===== src/rtl/rnd_pkg.sv =====
`timescale 1ns/1ps
package rnd_pkg;

  // Strobes from the control side to the datapath
  typedef struct packed {
    logic capture;   // accept the present sample this edge
    logic biased;    // halfway ties round up unconditionally
  } rnd_strobe_t;

endpackage


===== src/rtl/rnd_ctrl.sv =====
`timescale 1ns/1ps
module rnd_ctrl
  import rnd_pkg::*;
#(
  parameter int CTRL_W   = 16,
  parameter int MODE_BIT = 12
) (
  input  logic              clk,
  input  logic              rst,
  input  logic              ctrlWrEn,
  input  logic [CTRL_W-1:0] ctrlWrData,
  input  logic              inValid,
  output rnd_strobe_t       strb,
  output logic              outValid
);

  logic [CTRL_W-1:0] ctrlReg;

  always_ff @(posedge clk) begin
    if (rst) begin
      ctrlReg  <= '0;
      outValid <= 1'b0;
    end else begin
      if (ctrlWrEn) ctrlReg <= ctrlWrData;
      outValid <= inValid;
    end
  end

  // Remaining fields are held for their owners elsewhere; rounding ignores them
  logic ctrlUnused;
  assign ctrlUnused = ^{ctrlReg[CTRL_W-1:MODE_BIT+1], ctrlReg[MODE_BIT-1:0]};

  assign strb.capture = inValid;
  assign strb.biased  = ctrlReg[MODE_BIT];

endmodule


===== src/rtl/rnd_decide.sv =====
`timescale 1ns/1ps
module rnd_decide #(
  parameter int FRAC_W = 16
) (
  input  logic [FRAC_W-1:0] fracWord,
  input  logic              keepLsb,
  input  logic              biased,
  output logic              bumpUp
);

  localparam logic [FRAC_W-1:0] HALF = FRAC_W'(1) << (FRAC_W - 1);

  logic aboveHalf;
  logic atHalf;

  always_comb begin
    aboveHalf = fracWord > HALF;
    atHalf    = fracWord == HALF;
    bumpUp    = aboveHalf | (atHalf & (biased | keepLsb));
  end

endmodule


===== src/rtl/rnd_datapath.sv =====
`timescale 1ns/1ps
module rnd_datapath
  import rnd_pkg::*;
#(
  parameter int ACC_W  = 40,
  parameter int FRAC_W = 16
) (
  input  logic             clk,
  input  logic             rst,
  input  rnd_strobe_t      strb,
  input  logic [ACC_W-1:0] inData,
  output logic [ACC_W-1:0] outData,
  output logic             outOverflow
);

  localparam int KEEP_W = ACC_W - FRAC_W;

  logic [KEEP_W-1:0] keepIn;
  logic [KEEP_W-1:0] keepSum;
  logic              bumpUp;
  logic              wrapPos;

  assign keepIn = inData[ACC_W-1:FRAC_W];

  rnd_decide #(.FRAC_W(FRAC_W)) decideInst (
    .fracWord (inData[FRAC_W-1:0]),
    .keepLsb  (keepIn[0]),
    .biased   (strb.biased),
    .bumpUp   (bumpUp)
  );

  always_comb begin
    keepSum = keepIn + KEEP_W'(bumpUp);
    wrapPos = ~keepIn[KEEP_W-1] & keepSum[KEEP_W-1];
  end

  always_ff @(posedge clk) begin
    if (rst) begin
      outData     <= '0;
      outOverflow <= 1'b0;
    end else if (strb.capture) begin
      outData     <= {keepSum, {FRAC_W{1'b0}}};
      outOverflow <= wrapPos;
    end
  end

endmodule


===== src/rtl/acc_rounder.sv =====
`timescale 1ns/1ps
module acc_rounder
  import rnd_pkg::*;
#(
  parameter int ACC_W    = 40,
  parameter int FRAC_W   = 16,
  parameter int CTRL_W   = 16,
  parameter int MODE_BIT = 12
) (
  input  logic              clk,
  input  logic              rst,
  input  logic              ctrlWrEn,
  input  logic [CTRL_W-1:0] ctrlWrData,
  input  logic              inValid,
  input  logic [ACC_W-1:0]  inData,
  output logic              outValid,
  output logic [ACC_W-1:0]  outData,
  output logic              outOverflow
);

  rnd_strobe_t strb;

  rnd_ctrl #(.CTRL_W(CTRL_W), .MODE_BIT(MODE_BIT)) ctrlInst (
    .clk        (clk),
    .rst        (rst),
    .ctrlWrEn   (ctrlWrEn),
    .ctrlWrData (ctrlWrData),
    .inValid    (inValid),
    .strb       (strb),
    .outValid   (outValid)
  );

  rnd_datapath #(.ACC_W(ACC_W), .FRAC_W(FRAC_W)) dpInst (
    .clk         (clk),
    .rst         (rst),
    .strb        (strb),
    .inData      (inData),
    .outData     (outData),
    .outOverflow (outOverflow)
  );

endmodule


===== config.mk =====
export PLATFORM = sky130hd
export DESIGN_NAME = acc_rounder
export DESIGN_NICKNAME = d
export VERILOG_FILES = /design/src/rtl/rnd_pkg.sv /design/src/rtl/rnd_ctrl.sv /design/src/rtl/rnd_decide.sv /design/src/rtl/rnd_datapath.sv /design/src/rtl/acc_rounder.sv
export SDC_FILE = /design/constraint.sdc
export NUM_CORES = 1
export LEC_CHECK = 0
export BUFFER_PORTS_ARGS = -buffer_cell sky130_fd_sc_hd__buf_2
export CORE_MARGIN = 3
export CORE_UTILIZATION = 46
export DETAILED_ROUTE_END_ITERATION = 12
export PLACE_DENSITY = 0.88
export SLEW_MARGIN = 20
export SYNTH_ARGS = -nofsm -noshare
export SYNTH_HDL_FRONTEND = slang
export SYNTH_SLANG_ARGS = --single-unit

===== constraint.sdc =====
create_clock -name clk -period 4.1 [get_ports clk]
set_clock_uncertainty 0.15 [all_clocks]
set_input_delay 0.82 -clock clk [delete_from_list [all_inputs] [get_ports clk]]
set_output_delay 0.82 -clock clk [all_outputs]
set_load 0.005 [all_outputs]

### Yosys cells after proc, flatten, opt, wreduce, memory -nomap -nowiden

Cells that the tools add are included.

| word-level totals | value |
|---|---|
| register bits after elaboration | 39 |
| latch bits | 0 |
| memory bits (writable) | 0 |
| bits in read-only memories | 0 |
| input port bits | 60 |
| word-level logic and storage cells | 12 |
| memories kept | 0 |

| cells by class | value |
|---|---|
| add/subtract/negate cells | 1 |
| $mul | 0 |
| divide/modulo/power cells | 0 |
| order comparisons | 1 |
| eq/ne operators | 1 |
| shift-type cells | 0 |
| mux-type cells | 0 |
| bitwise gates (word level) | 5 |
| reduce and logical (&&, ||, !) cells | 0 |

Operators by type and width:

| cell | count |
|---|---|
| $add 24x1->24 | 1 |
| $eq 16x16->1 const B | 1 |
| $gt 16x16->1 const B | 1 |
| $and 1x1->1 | 2 |
| $or 1x1->1 | 2 |
| $not 1->1 | 1 |

### Logic depth before layout (Yosys ltp)

| depth | value |
|---|---|
| depth after elaboration | 5 |
| mapped depth | 10 |
| depth with buffers taken out | 10 |

### Modules after synthesis

From an unflattened synthesis, not the netlist that was laid out.

| unflattened totals | value |
|---|---|
| cell total of the unflattened synthesis | 187 |
| area total of the unflattened synthesis | 1535.2 um2 |

Modules (own cells, without submodules):

| module | instances | cells each | area each (um2) |
|---|---|---|---|
| rnd_datapath | 1 | 175 | 1427.6 |
| rnd_ctrl | 1 | 6 | 67.6 |
| rnd_decide | 1 | 6 | 40.0 |

### Worst setup path before layout

No wires, ideal clock.

| timing | value |
|---|---|
| path kind | in2reg |
| from | input inData[8] |
| to | register dpInst.outData[39] |
| setup time | 86 ps |
| data arrival time | 2616 ps |
| data required time | 3864 ps |
| path slack | 1248 ps |
| stages | 9 |
| path buffers | 0 |
| cell sequence | nor4_1 -> nand4_1 -> o41a_1 -> ha_1 -> nand3_1 -> nor4_2 -> and4_1 -> ha_1 -> a211oi_1 |

| on the way | value |
|---|---|
| cells in the longest elaborated chain, start to end | 4 |
| elaborated cells on any way between the ends | 5 |

RTL lines:

| element | line | RTL |
|---|---|---|
| start: declaration | acc_rounder.sv:15 | `input logic [ACC_W-1:0] inData,` |
| branches (longest 2 deep; another with $gt 16x16->1) | - |  |
| $or 1x1->1 * | rnd_decide.sv:19 | `bumpUp = aboveHalf \| (atHalf & (biased \| keepLsb));` |
| $add 24x1->24 * | rnd_datapath.sv:33 | `keepSum = keepIn + KEEP_W'(bumpUp);` |
| end signal: assignment | rnd_datapath.sv:42 | `outData <= {keepSum, {FRAC_W{1'b0}}};` |
| end: declaration | rnd_datapath.sv:12 | `output logic [ACC_W-1:0] outData,` |

Mark *: on every way between the ends.
A chain may end at the register's enable or synchronous reset.

### Worst setup path in the final report

| timing | value |
|---|---|
| from | input inData[4] |
| to | register dpInst.outData[39] |

Same word-level chain as after synthesis.

==> results.cfg <==
[floorplanning]
core-area_um2 = 3390
die_area_um2 = 4350
die_w_um = 66.0
io_pins = 102
die_height_um = 66.0
start_util_pct = 48.8
rows = 21

[finish]
fin_area_um2 = 1970
filler_cell_count = 330
drive_above_1_share_pct = 30.4
layout.nets = 325
n_antenna_cell = 0
syn_to_final_growth_pct = 19.0

[setup_path]
arrival_ns = 2.88
reg2reg_from = ctrlInst.ctrlReg[12]
required_ns = 4.21
crit_fanout = 4
ff2ff_path_depth = 9
cp-startpoint = inData[4]
criticalPathCategory = in2reg
cp-start-kind = input port
crit_path_end_kind = flip-flop

[power]
p_sw_mw = 0.148
leakage_nw = 0.883
intPower_mw = 0.369
peakVddDrop_v = 0.000124
switching_share_pct = 28.7
power_frac_clock_pct = 22.5
comb_power_share_pct = 21.9
total_power_mw = 0.517
power_density_nw_per_um2 = 263
p_seq_share_pct = 55.6

[global_routing]
grt_max_degree = 53
overflow = 0
gr-usage-all-layers_pct = 17.2
grt_pass1_wl_um = 5940
grt_pass1_vias = 1392
antenna_found_initial = 0

[routing]
wl_per_cell_um = 12.1
drt_iter0_markers = 119
wirelength_um = 3700
drtPass1Iterations = 4
vias = 1571
via_per_inst = 5.13
drc = 0
ant_nets = 0

[sta]
tightest_slew_ns = 0.853
fmax_mhz = 361
fin_crit_sh_pct = 67.6
slew_viol_final = 0
hold_viol = 0
period_needed_ns = 2.77
finalSetupViolations = 0
setup_tns_ns = 0
rsz0062_at_grt = no
timing.slew.headroom_pct = 43.1

[cts]
cts_sinks = 27
cts_tree = yes
hold_buffers = 0
cts_buffers = 3
cts-root-buf = clkbuf_4
cts_htree_levels = 1
cts.clk_slew.worst_paths_ns = 0.15
post_cts_buffers = 0
ctsLongestPathBuffers = 2
cts_resized = 0
clk-insertion-delay-late_ns = 0.33

[worst_hold_path]
hold_path_depth = 2
hold_path.class = reg2reg
min_from = dpInst.outData[39]

[synthesis]
synthArstFlopShare_pct = 0
ys.flop_type = dfxtp_1
synth-edff-count = 0
ys_ff_latch = 27
avgSynthCellArea_um2 = 8.45
yosysSeqAreaShare_pct = 32.7
yosys_warnings = 0
synthesis.area_um2 = 1660
ys_types = 36
postSynthCellCount = 196

[job]
max_cap_violations = 0

[status]
status = complete, no violations

[placed_design]
place_area_um2 = 1940
place.gp.congestion = 0.762
port_buffers = 70
dpl.hpwl_um = 2920
==> synth_stat cells (2+ instances only) <==
cell,number,share of area [%]
a211oi_1,14,6.3
a311oi_1,3,1.6
and3_1,2,0.76
and4_1,3,1.6
buf_4,20,9.1
clkbuf_1,4,0.91
dfxtp_1,27,33
ha_1,4,3.0
inv_1,4,0.91
mux2i_1,6,3.6
nand2_1,7,1.6
nand2b_1,4,1.5
nand3_1,7,2.1
nand4_1,8,3.0
nor2_1,33,7.5
nor3_1,8,2.4
nor4_1,8,3.0
o21ai_0,4,1.2
or3_1,2,0.76
xnor2_1,11,5.8
xor2_1,2,1.1
==> power groups by stage <==
stage / clock network, mW / registers [mW] / logic [mW]
6_report: 0.116 / 0.288 / 0.113
4_1_cts: 0.123 / 0.288 / 0.114
5_1_grt: 0.127 / 0.290 / 0.129
3_5_place_dp: 0 / 0.294 / 0.114
2_1_floorplan: 0 / 0.296 / 0.0694
3_3_place_gp: 0 / 0.293 / 0.112
==> metrics by stage <==
stage	worst slack (ns)	util (%)	hold slack (ns)	instances
2_1_floorplan	1.25	-	0.311	211
3_3_place_gp	0.980	57.3	0.321	302
3_5_place_dp	0.954	57.3	0.325	302
4_1_cts	1.31	58.1	0.344	306
5_1_grt	1.12	58.1	0.365	306
6_report	1.33	58.1	0.341	306
==> worst max-delay path, stage by stage <==
cell	delay, ns
buf_2	0.10
nor4_1	0.28
nand4_1	0.12
o41a_1	0.35
ha_1	0.21
nand3_1	0.18
nor4_2	0.12
and4_1	0.23
ha_1	0.27
a211oi_1	0.21
==> registers in the layout, indices dropped and copies added (netlist names) <==
name and count:
ctrlInst.ctrlReg 1, dpInst.outData 24, dpInst.outOverflow 1, ctrlInst.outValid 1
==> kinds of logic after synthesis <==
family | synth area share [%]
buffers and inverters | 11.6
adders and majority gates | 3.02
other | 0.227
xor gates and xnor gates | 6.88
and+or+nand+nor | 29.7
DFF | 32.7
AOI/OAI and AO/OA | 12.3
muxes | 3.63
==> area by class of cell <==
cell class	count	area, µm²	share of cell area (%)
Inverter	4	15.0	0.762
Multi-Input combinational cell	155	980	49.7
Clock buffer	4	26.3	1.33
Tap cell	46	57.6	2.92
Timing Repair Buffer	70	350	17.8
Sequential cell	27	541	27.4
==> path summary, 6_finish.rpt <==
path / to / slack (ns)
min: dpInst.outData[39] / 0.34
max: dpInst.outData[39] / 1.33
max reg2reg: dpInst.outData[39] / 1.57
min reg2reg: dpInst.outData[39] / 0.34
==> placed cells by master, fill, tap and decap left out, types with 6 or more instances in the layout <==
cell	instances
a211oi_1	14
buf_2	70
conb_1	16
dfxtp_1	27
mux2i_1	6
nand2_1	7
nand3_1	7
nand4_1	8
nor2_1	33
nor3_1	8
nor4_1	8
xnor2_1	11
==> layer usage <==
| layer | track usage [%] | vias up | part of all wire, % |
|---|---|---|---|
| li1 | - | 812 | - |
| met1 | 22.0 | 696 | 44 |
| met2 | 29.5 | 59 | 46 |
| met3 | 2.72 | 4 | 8.3 |
| met4 | 5.33 | 0 | 1.1 |
| met5 | 0 | - | 0 |
(Power assumes the default switching activity.)
